### src/rtl/dma_pkg.sv
package dma_pkg;
    typedef enum logic [2:0] {
        PH_OFF  = 3'd0,
        PH_WAIT = 3'd1,
        PH_RD   = 3'd2,
        PH_CAP  = 3'd3,
        PH_WR   = 3'd4
    } phase_e;

    localparam logic [2:0] FLD_SRC  = 3'd0;
    localparam logic [2:0] FLD_DST  = 3'd1;
    localparam logic [2:0] FLD_STEP = 3'd2;
    localparam logic [2:0] FLD_LEN  = 3'd3;
    localparam logic [2:0] FLD_PER  = 3'd4;
    localparam logic [2:0] FLD_CTRL = 3'd5;
endpackage

### src/rtl/dma_rr_arb.sv
module dma_rr_arb #(
    parameter int N = 8
) (
    input  logic         clk,
    input  logic         rst_n,
    input  logic [N-1:0] req,
    input  logic         adv,
    output logic [N-1:0] win
);
    localparam int PW = (N > 1) ? $clog2(N) : 1;

    logic [PW-1:0] last_q, last_d;

    always_comb begin
        logic          found;
        logic [PW-1:0] idx;
        win    = '0;
        last_d = last_q;
        found  = 1'b0;
        for (int i = 1; i <= N; i++) begin
            idx = PW'((int'(last_q) + i) % N);
            if (!found && req[idx]) begin
                found    = 1'b1;
                win[idx] = 1'b1;
                if (adv) last_d = idx;
            end
        end
    end

    always_ff @(posedge clk) begin
        if (!rst_n) last_q <= PW'(N - 1);
        else        last_q <= last_d;
    end
endmodule

### src/rtl/dma_chan.sv
module dma_chan
    import dma_pkg::*;
#(
    parameter int AW = 8,
    parameter int DW = 16,
    parameter int PW = 8,
    parameter int RW = 1,
    parameter int IW = 3
) (
    input  logic          clk,
    input  logic          rst_n,
    input  logic          cfg_we,
    input  logic [2:0]    cfg_field,
    input  logic [DW-1:0] cfg_wdata,
    input  logic          gnt_i,
    input  logic [DW-1:0] rdata_i,
    output logic          req_o,
    output logic          we_o,
    output logic [RW-1:0] res_o,
    output logic [AW-1:0] addr_o,
    output logic [DW-1:0] wdata_o,
    output logic [RW-1:0] src_o,
    output logic          done_o,
    output logic [IW-1:0] isel_o
);
    localparam int B_RUN = 0;
    localparam int B_MOD = 1;
    localparam int B_SRC = 2;
    localparam int B_DST = 2 + RW;
    localparam int B_IRQ = 2 + 2 * RW;

    typedef struct packed {
        logic [AW-1:0] sbase;
        logic [AW-1:0] dbase;
        logic [AW-1:0] step;
        logic [AW-1:0] len;
        logic [PW-1:0] per;
        logic          circ;
        logic [RW-1:0] sres;
        logic [RW-1:0] dres;
        logic [IW-1:0] isel;
        phase_e        ph;
        logic [AW-1:0] soff;
        logic [AW-1:0] doff;
        logic [AW-1:0] cnt;
        logic [PW-1:0] tmr;
        logic [DW-1:0] data;
        logic          done;
    } chan_t;

    chan_t st_q, st_d;

    function automatic logic [AW-1:0] adv_off(input logic [AW-1:0] off,
                                              input logic [AW-1:0] stp,
                                              input logic [AW-1:0] lim,
                                              input logic          wrap);
        logic [AW:0] sum;
        sum = {1'b0, off} + {1'b0, stp};
        if (wrap && sum >= {1'b0, lim}) sum = sum - {1'b0, lim};
        return sum[AW-1:0];
    endfunction

    always_comb begin
        st_d      = st_q;
        st_d.done = 1'b0;
        case (st_q.ph)
            PH_WAIT: begin
                if (st_q.tmr == '0) st_d.ph = PH_RD;
                else                st_d.tmr = st_q.tmr - 1'b1;
            end
            PH_RD: if (gnt_i) st_d.ph = PH_CAP;
            PH_CAP: begin
                st_d.data = rdata_i;
                st_d.ph   = PH_WR;
            end
            PH_WR: if (gnt_i) begin
                st_d.soff = adv_off(st_q.soff, st_q.step, st_q.len, st_q.circ);
                st_d.doff = adv_off(st_q.doff, st_q.step, st_q.len, st_q.circ);
                st_d.tmr  = st_q.per;
                st_d.ph   = PH_WAIT;
                if (({1'b0, st_q.cnt} + 1'b1) == {1'b0, st_q.len}) begin
                    st_d.done = 1'b1;
                    st_d.cnt  = '0;
                    if (!st_q.circ) st_d.ph = PH_OFF;
                end else begin
                    st_d.cnt = st_q.cnt + 1'b1;
                end
            end
            default: ;
        endcase
        if (cfg_we) begin
            case (cfg_field)
                FLD_SRC:  st_d.sbase = cfg_wdata[AW-1:0];
                FLD_DST:  st_d.dbase = cfg_wdata[AW-1:0];
                FLD_STEP: st_d.step  = cfg_wdata[AW-1:0];
                FLD_LEN:  st_d.len   = cfg_wdata[AW-1:0];
                FLD_PER:  st_d.per   = cfg_wdata[PW-1:0];
                FLD_CTRL: begin
                    st_d.circ = cfg_wdata[B_MOD];
                    st_d.sres = cfg_wdata[B_SRC +: RW];
                    st_d.dres = cfg_wdata[B_DST +: RW];
                    st_d.isel = cfg_wdata[B_IRQ +: IW];
                    st_d.soff = '0;
                    st_d.doff = '0;
                    st_d.cnt  = '0;
                    st_d.tmr  = st_q.per;
                    st_d.ph   = cfg_wdata[B_RUN] ? PH_WAIT : PH_OFF;
                end
                default: ;
            endcase
        end
    end

    always_ff @(posedge clk) begin
        if (!rst_n) st_q <= '0;
        else        st_q <= st_d;
    end

    assign req_o   = (st_q.ph == PH_RD) || (st_q.ph == PH_WR);
    assign we_o    = (st_q.ph == PH_WR);
    assign res_o   = we_o ? st_q.dres : st_q.sres;
    assign addr_o  = we_o ? (st_q.dbase + st_q.doff) : (st_q.sbase + st_q.soff);
    assign wdata_o = st_q.data;
    assign src_o   = st_q.sres;
    assign done_o  = st_q.done;
    assign isel_o  = st_q.isel;
endmodule

### src/rtl/dma_engine.sv
module dma_engine #(
    parameter int NCH  = 8,
    parameter int NRES = 2,
    parameter int AW   = 8,
    parameter int DW   = 16,
    parameter int PW   = 8,
    parameter int NIRQ = 6
) (
    input  logic                       clk,
    input  logic                       rst_n,
    input  logic                       cfg_we,
    input  logic [$clog2(NCH)-1:0]     cfg_ch,
    input  logic [2:0]                 cfg_field,
    input  logic [DW-1:0]              cfg_wdata,
    output logic [NRES-1:0]            mem_req,
    output logic [NRES-1:0]            mem_we,
    output logic [NRES-1:0][AW-1:0]    mem_addr,
    output logic [NRES-1:0][DW-1:0]    mem_wdata,
    input  logic [NRES-1:0]            mem_gnt,
    input  logic [NRES-1:0][DW-1:0]    mem_rdata,
    output logic [NIRQ-1:0]            irq
);
    localparam int CW = $clog2(NCH);
    localparam int RW = $clog2(NRES);
    localparam int IW = $clog2(NIRQ);

    logic [NCH-1:0]           ch_req, ch_we, ch_gnt, ch_done;
    logic [NCH-1:0][RW-1:0]   ch_res, ch_src;
    logic [NCH-1:0][AW-1:0]   ch_addr;
    logic [NCH-1:0][DW-1:0]   ch_wdata;
    logic [NCH-1:0][IW-1:0]   ch_isel;
    logic [NRES-1:0][NCH-1:0] res_req, res_win;

    for (genvar c = 0; c < NCH; c++) begin : g_ch
        dma_chan #(.AW(AW), .DW(DW), .PW(PW), .RW(RW), .IW(IW)) u_chan (
            .clk      (clk),
            .rst_n    (rst_n),
            .cfg_we   (cfg_we && (cfg_ch == CW'(c))),
            .cfg_field(cfg_field),
            .cfg_wdata(cfg_wdata),
            .gnt_i    (ch_gnt[c]),
            .rdata_i  (mem_rdata[ch_src[c]]),
            .req_o    (ch_req[c]),
            .we_o     (ch_we[c]),
            .res_o    (ch_res[c]),
            .addr_o   (ch_addr[c]),
            .wdata_o  (ch_wdata[c]),
            .src_o    (ch_src[c]),
            .done_o   (ch_done[c]),
            .isel_o   (ch_isel[c])
        );
    end

    for (genvar r = 0; r < NRES; r++) begin : g_res
        dma_rr_arb #(.N(NCH)) u_arb (
            .clk  (clk),
            .rst_n(rst_n),
            .req  (res_req[r]),
            .adv  (mem_gnt[r]),
            .win  (res_win[r])
        );
    end

    always_comb begin
        for (int r = 0; r < NRES; r++)
            for (int c = 0; c < NCH; c++)
                res_req[r][c] = ch_req[c] && (ch_res[c] == RW'(r));
    end

    always_comb begin
        for (int r = 0; r < NRES; r++) begin
            mem_req[r]   = |res_req[r];
            mem_we[r]    = 1'b0;
            mem_addr[r]  = '0;
            mem_wdata[r] = '0;
            for (int c = 0; c < NCH; c++) begin
                if (res_win[r][c]) begin
                    mem_we[r]    = ch_we[c];
                    mem_addr[r]  = ch_addr[c];
                    mem_wdata[r] = ch_wdata[c];
                end
            end
        end
        for (int c = 0; c < NCH; c++) begin
            ch_gnt[c] = 1'b0;
            for (int r = 0; r < NRES; r++)
                if (ch_res[c] == RW'(r)) ch_gnt[c] = res_win[r][c] && mem_gnt[r];
        end
        irq = '0;
        for (int c = 0; c < NCH; c++)
            for (int i = 0; i < NIRQ; i++)
                if (ch_done[c] && (ch_isel[c] == IW'(i))) irq[i] = 1'b1;
    end
endmodule

### config.mk
export PLATFORM = sky130hd
export DESIGN_NAME = dma_engine
export DESIGN_NICKNAME = d
export VERILOG_FILES = /design/src/rtl/dma_pkg.sv /design/src/rtl/dma_rr_arb.sv /design/src/rtl/dma_chan.sv /design/src/rtl/dma_engine.sv
export SDC_FILE = /design/constraint.sdc
export NUM_CORES = 2
export LEC_CHECK = 0
export BUFFER_PORTS_ARGS = -buffer_cell sky130_fd_sc_hd__buf_2
export CORE_MARGIN = 2
export CORE_UTILIZATION = 53
export DETAILED_ROUTE_END_ITERATION = 7
export GPL_TIMING_DRIVEN = 1
export PLACE_DENSITY = 0.69
export SYNTH_ARGS = -nofsm -noshare
export SYNTH_HDL_FRONTEND = slang
export SYNTH_SLANG_ARGS = --single-unit
### constraint.sdc
create_clock -name clk -period 6.9 [get_ports clk]
set_input_delay 1.38 -clock clk [delete_from_list [all_inputs] [get_ports clk]]
set_output_delay 1.38 -clock clk [all_outputs]
set_load 0.005 [all_outputs]
Word level (Yosys, flattened, before mapping) --
Index checks and enable logic that the tools add are counted.
Storage, ports and cells: bits in registers 790, bits of input ports 59, output and inout port bits 58
Cells by class: $add $sub $neg 88, magnitude comparators 56, equality and inequality tests 92, mux-type cells 383, bitwise logic cells 22, reduce and logical (&&, ||, !) cells 232
Operator list (count):
- 35-bit 2-to-1 mux | 24
- 8-bit 2-to-1 mux | 72
- 16-bit 2-to-1 mux | 32
- 24-bit 2-to-1 mux | 8
- 3-bit 2-to-1 mux | 56
- 8-bit by 8-bit adder with 9-bit output | 16
- 9-bit by 8-bit greater-or-equal comparator with 1-bit output | 16
- 1-bit 2-to-1 mux | 143
- 1-bit logical AND | 134
- 8-bit adder | 16
- 8-bit case mux with 2 select lines | 8
- 8-bit subtractor | 16
- 8-bit OR | 14
- 3-bit by 2-bit equality test with 1-bit output, second input constant | 36
- 3-bit case mux with 4 select lines | 8
- 2-bit AND reduction | 48
- 3-bit equality test, second input constant | 30
- 8-bit by 1-bit adder with 9-bit output, second input constant | 8
- 9-bit by 8-bit equality test with 1-bit output | 8
- 8-bit by 1-bit adder with 8-bit output, second input constant | 8
- 8-bit zero test | 8
- 3-bit by 4-bit < comparator with 1-bit output, second input constant | 16
- 8-bit by 1-bit subtractor with 8-bit output, second input constant | 8
- 3-bit by 1-bit equality test with 1-bit output, second input constant | 18
- other kinds (13) | 122

Longest topological paths before layout --
depth after elaboration 36, gate-level depth with buffers 19, mapped depth without buffers 18

By module --
Synthesis repeated with hierarchy kept, for this count alone.
Second synthesis, totals: cell total of the unflattened synthesis 7349, area total of the unflattened synthesis 59942.5 sq um
By module, submodules not included:
- dma_chan (g_ch[0].u_chan ...) | instances 7, cells each 777, area each 6379.9 sq um, seq. area each 1961.9 sq um
- dma_chan (g_ch[7].u_chan) | instances 1, cells each 779, area each 6336.1 sq um, seq. area each 1961.9 sq um
- dma_engine | instances 1, cells each 831, area each 6190.9 sq um, seq. area each 0.0 sq um
- dma_rr_arb (g_res[0].u_arb) | instances 1, cells each 156, area each 1390.1 sq um, seq. area each 60.1 sq um
- dma_rr_arb (g_res[1].u_arb) | instances 1, cells each 144, area each 1366.3 sq um, seq. area each 60.1 sq um

Worst setup path after synthesis --
Ideal clock, no wire load.
kind reg2out, from reg g_res[1].u_arb.last_q[0], to out mem_addr[11] (netlist name), data arrival time 4.515 ns, required time 5.520 ns, slack 1.005 ns, stages on the path, launching flop included 16, cell sequence dfxtp_1 clkbuf_1 clkinv_1 clkbuf_1 ha_1 clkbuf_1 mux4_2 mux2i_4 nand4_4 a2111oi_0 a211oi_1 nor2_2 or2_1 clkbuf_1 nor2_1 a221oi_1
RTL lines:
- start: declaration | line dma_rr_arb.sv:12 | logic [PW-1:0] last_q, last_d;
- start signal: assignment | line dma_rr_arb.sv:31 | if (!rst_n) last_q <= PW'(N - 1);
- start signal: assignment | line dma_rr_arb.sv:32 | else last_q <= last_d;
- end: declaration | line dma_engine.sv:17 | output logic [NRES-1:0][AW-1:0] mem_addr,

==> results.txt <==
----------------------------------------------------
[Clock network]
  Clock Latency Late Sink ... 690 ps
  TritonCTS buffer count ... 92
  Clock slew seen by the registers of the worst setup and hold paths ... 60 ps
  Total of hold buffers inserted after clock tree synthesis ... 0
  Clock tree from TritonCTS ... done
  Clock sink count ... 790
  Clock root cell ... sky130_fd_sc_hd__clkbuf_16
  H-tree depth ... 3
  Number of buffers on the longest clock path ... 3

[Setup path]
  CP max stage cell ... sky130_fd_sc_hd__ha_2
  Startpoint types ... flop
  Capture point of the worst reg-to-reg path ... g_ch[4].u_chan.done_o$_SDFF_PN0_
  Worst setup EP type ... output port
  Cell Chain, Critical Path ... clkinv_1, buf_4, ha_2, buf_4, or3_1, o22a_1, o2111ai_1, a22oi_2, buf_4, nor3_4, buf_4, nand3_1, and4_1, buf_4, o221ai_1, a21oi_1, o21ai_0, a221oi_1, buf_4, buf_2
  Critical Path Max Stage Delay ... 500 ps
  Data required time of the critical path ... 5520 ps
  Critical path class ... reg2out
  FF-to-FF path depth ... 16
  Worst reg2reg startpoint ... g_ch[7].u_chan.st_q[49]$_SDFF_PN0_
  Register-to-register path setup slack ... 1840 ps
  Arrival time at the worst endpoint ... 5370 ps
  Worst path most repeated cell ... sky130_fd_sc_hd__buf_4
  Critical-path maximum fanout ... 19

[GRT]
  Global route overflow ... 0
  GRT Overall Usage ... 32.7%
  Global-route wire length before repair ... 282000 um
  Largest net degree at the start of global routing ... 204
  Antenna violations before repair ... 13
  Number of global-route vias before repair ... 49178

[Routing]
  Ratio of routed vias to standard cells ... 6.21
  Total number of vias ... 52349
  Violation count after the first detailed-routing iteration ... 4804
  Number of iterations in the first detailed-routing pass ... 8
  Number of nets with antenna violations after detailed routing ... 0
  Routed wirelength normalized by instance count ... 21.8 um
  Wire length after detailed routing ... 184000 um
  DRC errors left ... 0

[Logic synthesis]
  Post-Synthesis Net Count ... 7568
  Fraction of synthesis flops using an asynchronous set or reset pin ... 0%
  Mapped Avg Cell Area ... 8.02 sq um
  Library cell occupying the most area in the post-synthesis netlist ... sky130_fd_sc_hd__dfxtp_1
  Top cell type's share of synthesized area ... 28.0%
  Prevailing post-synth register cell ... sky130_fd_sc_hd__dfxtp_1
  Post-synth cell types ... 108
  Number of enable flip-flop cells after synthesis ... 0
  Seq cells post-synth ... 790
  Total standard cell area after synthesis ... 56600 sq um
  Cell types occupying the most area after synthesis ... sky130_fd_sc_hd__dfxtp_1 (28%), sky130_fd_sc_hd__ha_1 (8.9%), sky130_fd_sc_hd__mux2i_1 (8.2%)
  Count of mapped cells out of synthesis ... 7057
  Sequential fraction of the synthesis area ... 28.0%
  Count of yosys warnings during synthesis ... 0

[Cells and area]
  Sequential cell area ... 15800 sq um
  Area growth from synthesis to final layout ... 9.26%
  Area taken by multi-input logic gates ... 38100 sq um
  Commonest non-fill, non-tap cells in the layout ... sky130_fd_sc_hd__nor2_1 (795), sky130_fd_sc_hd__dfxtp_1 (780), sky130_fd_sc_hd__a21oi_1 (623)
  Post-Layout Cell Count ... 8435
  NumNets Final ... 7471
  Post-route core utilization ... 58.6%
  Leading cell type in the layout, fill and taps excluded ... sky130_fd_sc_hd__nor2_1
  Fraction of layout instances using a drive strength above 1 ... 8.64%
  Fillers ... 9660

[Die]
  Boundary Pins ... 117
  Chip height ... 331 um
  Num rows ... 119
  Initial cell density of the core ... 53.6%
  Core region area ... 106000 sq um
  DIE WIDTH ... 331 um
  Die area ... 109000 sq um

[STA]
  Tmin final ... 6750 ps
  Slew HR ... 15.7%
  Period Utilization, post-route ... 97.8%
  Number of hold violations in the final report ... 0
  Number of endpoints failing setup at the final stage ... 0
  Achievable frequency ... 148 MHz
  Unrepaired setup endpoints after global routing ... yes
  Clock tree skew after final layout ... 29.9 ps
  Max-slew violation total from the final report ... 0
  Slew at the pin with the worst max-slew slack ... 1250 ps

[Run status]
  Run status ... complete, no violations

[Placement]
  Number of port buffers ... 108
  Cell count after placement ... 8246
  Final weighted congestion of routability-driven global placement ... 1.00
  Detailed placer's ending HPWL ... 129000 um

[Worst hold path]
  Hold crit path type ... reg2reg
  Worst Hold Depth ... 2
  Worst-case hold path end point ... g_ch[0].u_chan.st_q[65]$_SDFFE_PN0P_
  Hold path startpoint ... g_ch[0].u_chan.st_q[65]$_SDFFE_PN0P_

[Power and ir drop]
  VDD IR-drop max ... 0.193 mV
  Static leakage ... 22.8 nW
  Power Density ... 173 nW/um^2

[Run]
  Number of max-capacitance violations reported ... 0

----------------------------------------------------
==> final cells by class <==
| cell class | instances | share of cell area [%] |
|---|---|---|
| Antenna cell | 7 | 0.0283 |
| Clock inverter | 44 | 0.895 |
| Multi-Input combinational cell | 5514 | 61.6 |
| Tap cell | 1391 | 2.82 |
| Clock buffer | 127 | 4.31 |
| Inverter | 295 | 1.80 |
| Sequential cell | 790 | 25.6 |
| Timing Repair Buffer | 267 | 2.90 |
==> worst max-delay path, delay by kind of cell (launching register included) <==
| family | cells | cell delay [ps] |
|---|---|---|
| simple gates | 4 | 510 |
| flops | 1 | 330 |
| fa+ha+maj | 1 | 500 |
| compound gates | 7 | 1730 |
| buf+inv | 8 | 1580 |
==> stage by stage <==
step | setup TNS, ps | instance area, sq um | power [mW] | hold WS, ps | setup slack (ps)
after floorplan | 0 | 56600 | 5.25 | 425 | 1010
after global placement | 0 | 58300 | 5.55 | 434 | 517
after detailed placement | 0 | 58300 | 5.56 | 442 | 461
after CTS | 0 | 61600 | 10.7 | 455 | 25.0
after global routing | -102 | 61800 | 11.0 | 467 | -44.9
final | 0 | 61800 | 10.7 | 453 | 155
==> Yosys cell counts, types with 12 or more instances <==
master	count
sky130_fd_sc_hd__or3_1	44
sky130_fd_sc_hd__o311ai_1	15
sky130_fd_sc_hd__a22o_1	25
sky130_fd_sc_hd__mux2_2	21
sky130_fd_sc_hd__and3_1	41
sky130_fd_sc_hd__mux2i_1	464
sky130_fd_sc_hd__buf_2	69
sky130_fd_sc_hd__a211oi_1	252
sky130_fd_sc_hd__a21o_1	111
sky130_fd_sc_hd__nor2b_1	88
sky130_fd_sc_hd__o211ai_1	36
sky130_fd_sc_hd__a21boi_0	18
sky130_fd_sc_hd__nand2_1	598
sky130_fd_sc_hd__a221oi_1	49
sky130_fd_sc_hd__ha_1	404
sky130_fd_sc_hd__nor3b_1	21
sky130_fd_sc_hd__a31oi_1	77
sky130_fd_sc_hd__and2_1	17
sky130_fd_sc_hd__nor4b_1	28
sky130_fd_sc_hd__o21ai_0	332
sky130_fd_sc_hd__xnor2_1	263
sky130_fd_sc_hd__a21oi_1	624
sky130_fd_sc_hd__nor3_1	120
sky130_fd_sc_hd__nor2_1	805
sky130_fd_sc_hd__nand4_1	54
sky130_fd_sc_hd__clkbuf_1	314
sky130_fd_sc_hd__o22ai_1	57
sky130_fd_sc_hd__inv_1	289
sky130_fd_sc_hd__nor4_1	29
sky130_fd_sc_hd__fa_1	48
sky130_fd_sc_hd__nand3_1	221
sky130_fd_sc_hd__dfxtp_1	790
sky130_fd_sc_hd__buf_1	56
sky130_fd_sc_hd__buf_4	12
sky130_fd_sc_hd__or2_2	16
sky130_fd_sc_hd__o2111ai_1	13
sky130_fd_sc_hd__mux4_2	31
sky130_fd_sc_hd__nand2b_1	71
sky130_fd_sc_hd__xor2_1	125
sky130_fd_sc_hd__nand3b_1	44
sky130_fd_sc_hd__o31ai_1	24
sky130_fd_sc_hd__o21bai_1	78
sky130_fd_sc_hd__a22oi_1	43
==> power breakdown <==
part	total, mW	switching [mW]	internal, mW
sequential	4.59	0.0154	4.58
combinational	0.935	0.649	0.286
clock	5.20	2.08	3.12
==> how the worst max path moves through the flow <==
stage,slack (ps),startpoint,end,cells after the start
finish,150,g_res[0].u_arb.last_q[1]$_SDFFE_PN1P_,mem_addr[1],20
global placement,520,g_ch[0].u_chan.st_q[51]$_SDFF_PN0_,mem_wdata[16],14
global route,-40,g_res[0].u_arb.last_q[1]$_SDFFE_PN1P_,mem_addr[1],19
floorplan,1010,g_res[1].u_arb.last_q[0]$_SDFFE_PN1P_,mem_addr[11],15
detailed placement,460,g_ch[0].u_chan.st_q[51]$_SDFF_PN0_,mem_wdata[23],14
CTS,20,g_res[0].u_arb.last_q[1]$_SDFFE_PN1P_,mem_addr[1],17
==> what timing repair did <==
action,in CTS,in global routing
setup endpoints to repair,38,48
pin swaps,1,5
hold endpoints to repair,0,0
setup buffers,3,8
gates resized for setup,13,30
==> flip-flops by register name, summed over array words and instances (netlist names) <==
name	flops
g_ch.u_chan.done_o	8
g_ch.u_chan.src_o	8
g_res.u_arb.last_q	6
g_ch.u_chan.wdata_o	128
g_ch.u_chan.st_q	616
g_ch.u_chan.isel_o	24
==> per-layer routing <==
layer  global-route usage [%]  routed length (um)
met3                     6.26               15100
met2                     52.3               81100
met5                        0                  72
met4                     10.5                6390
met1                     44.3               81100
==> kinds of logic (layout without fill, tap and decap cells) <==
kind of cell	Yosys count	after routing	synth area share, %
muxes	523	523	10.0
buffers and inverters	753	733	5.31
adders and majority gates	452	452	10.6
DFF	790	790	28.0
and+or+nand+nor	2256	2256	18.6
xor gates and xnor gates	388	388	6.01
AOI/OAI and AO/OA	1895	1895	21.5
other	0	7	0
Power figures use the tool's default switching activity.
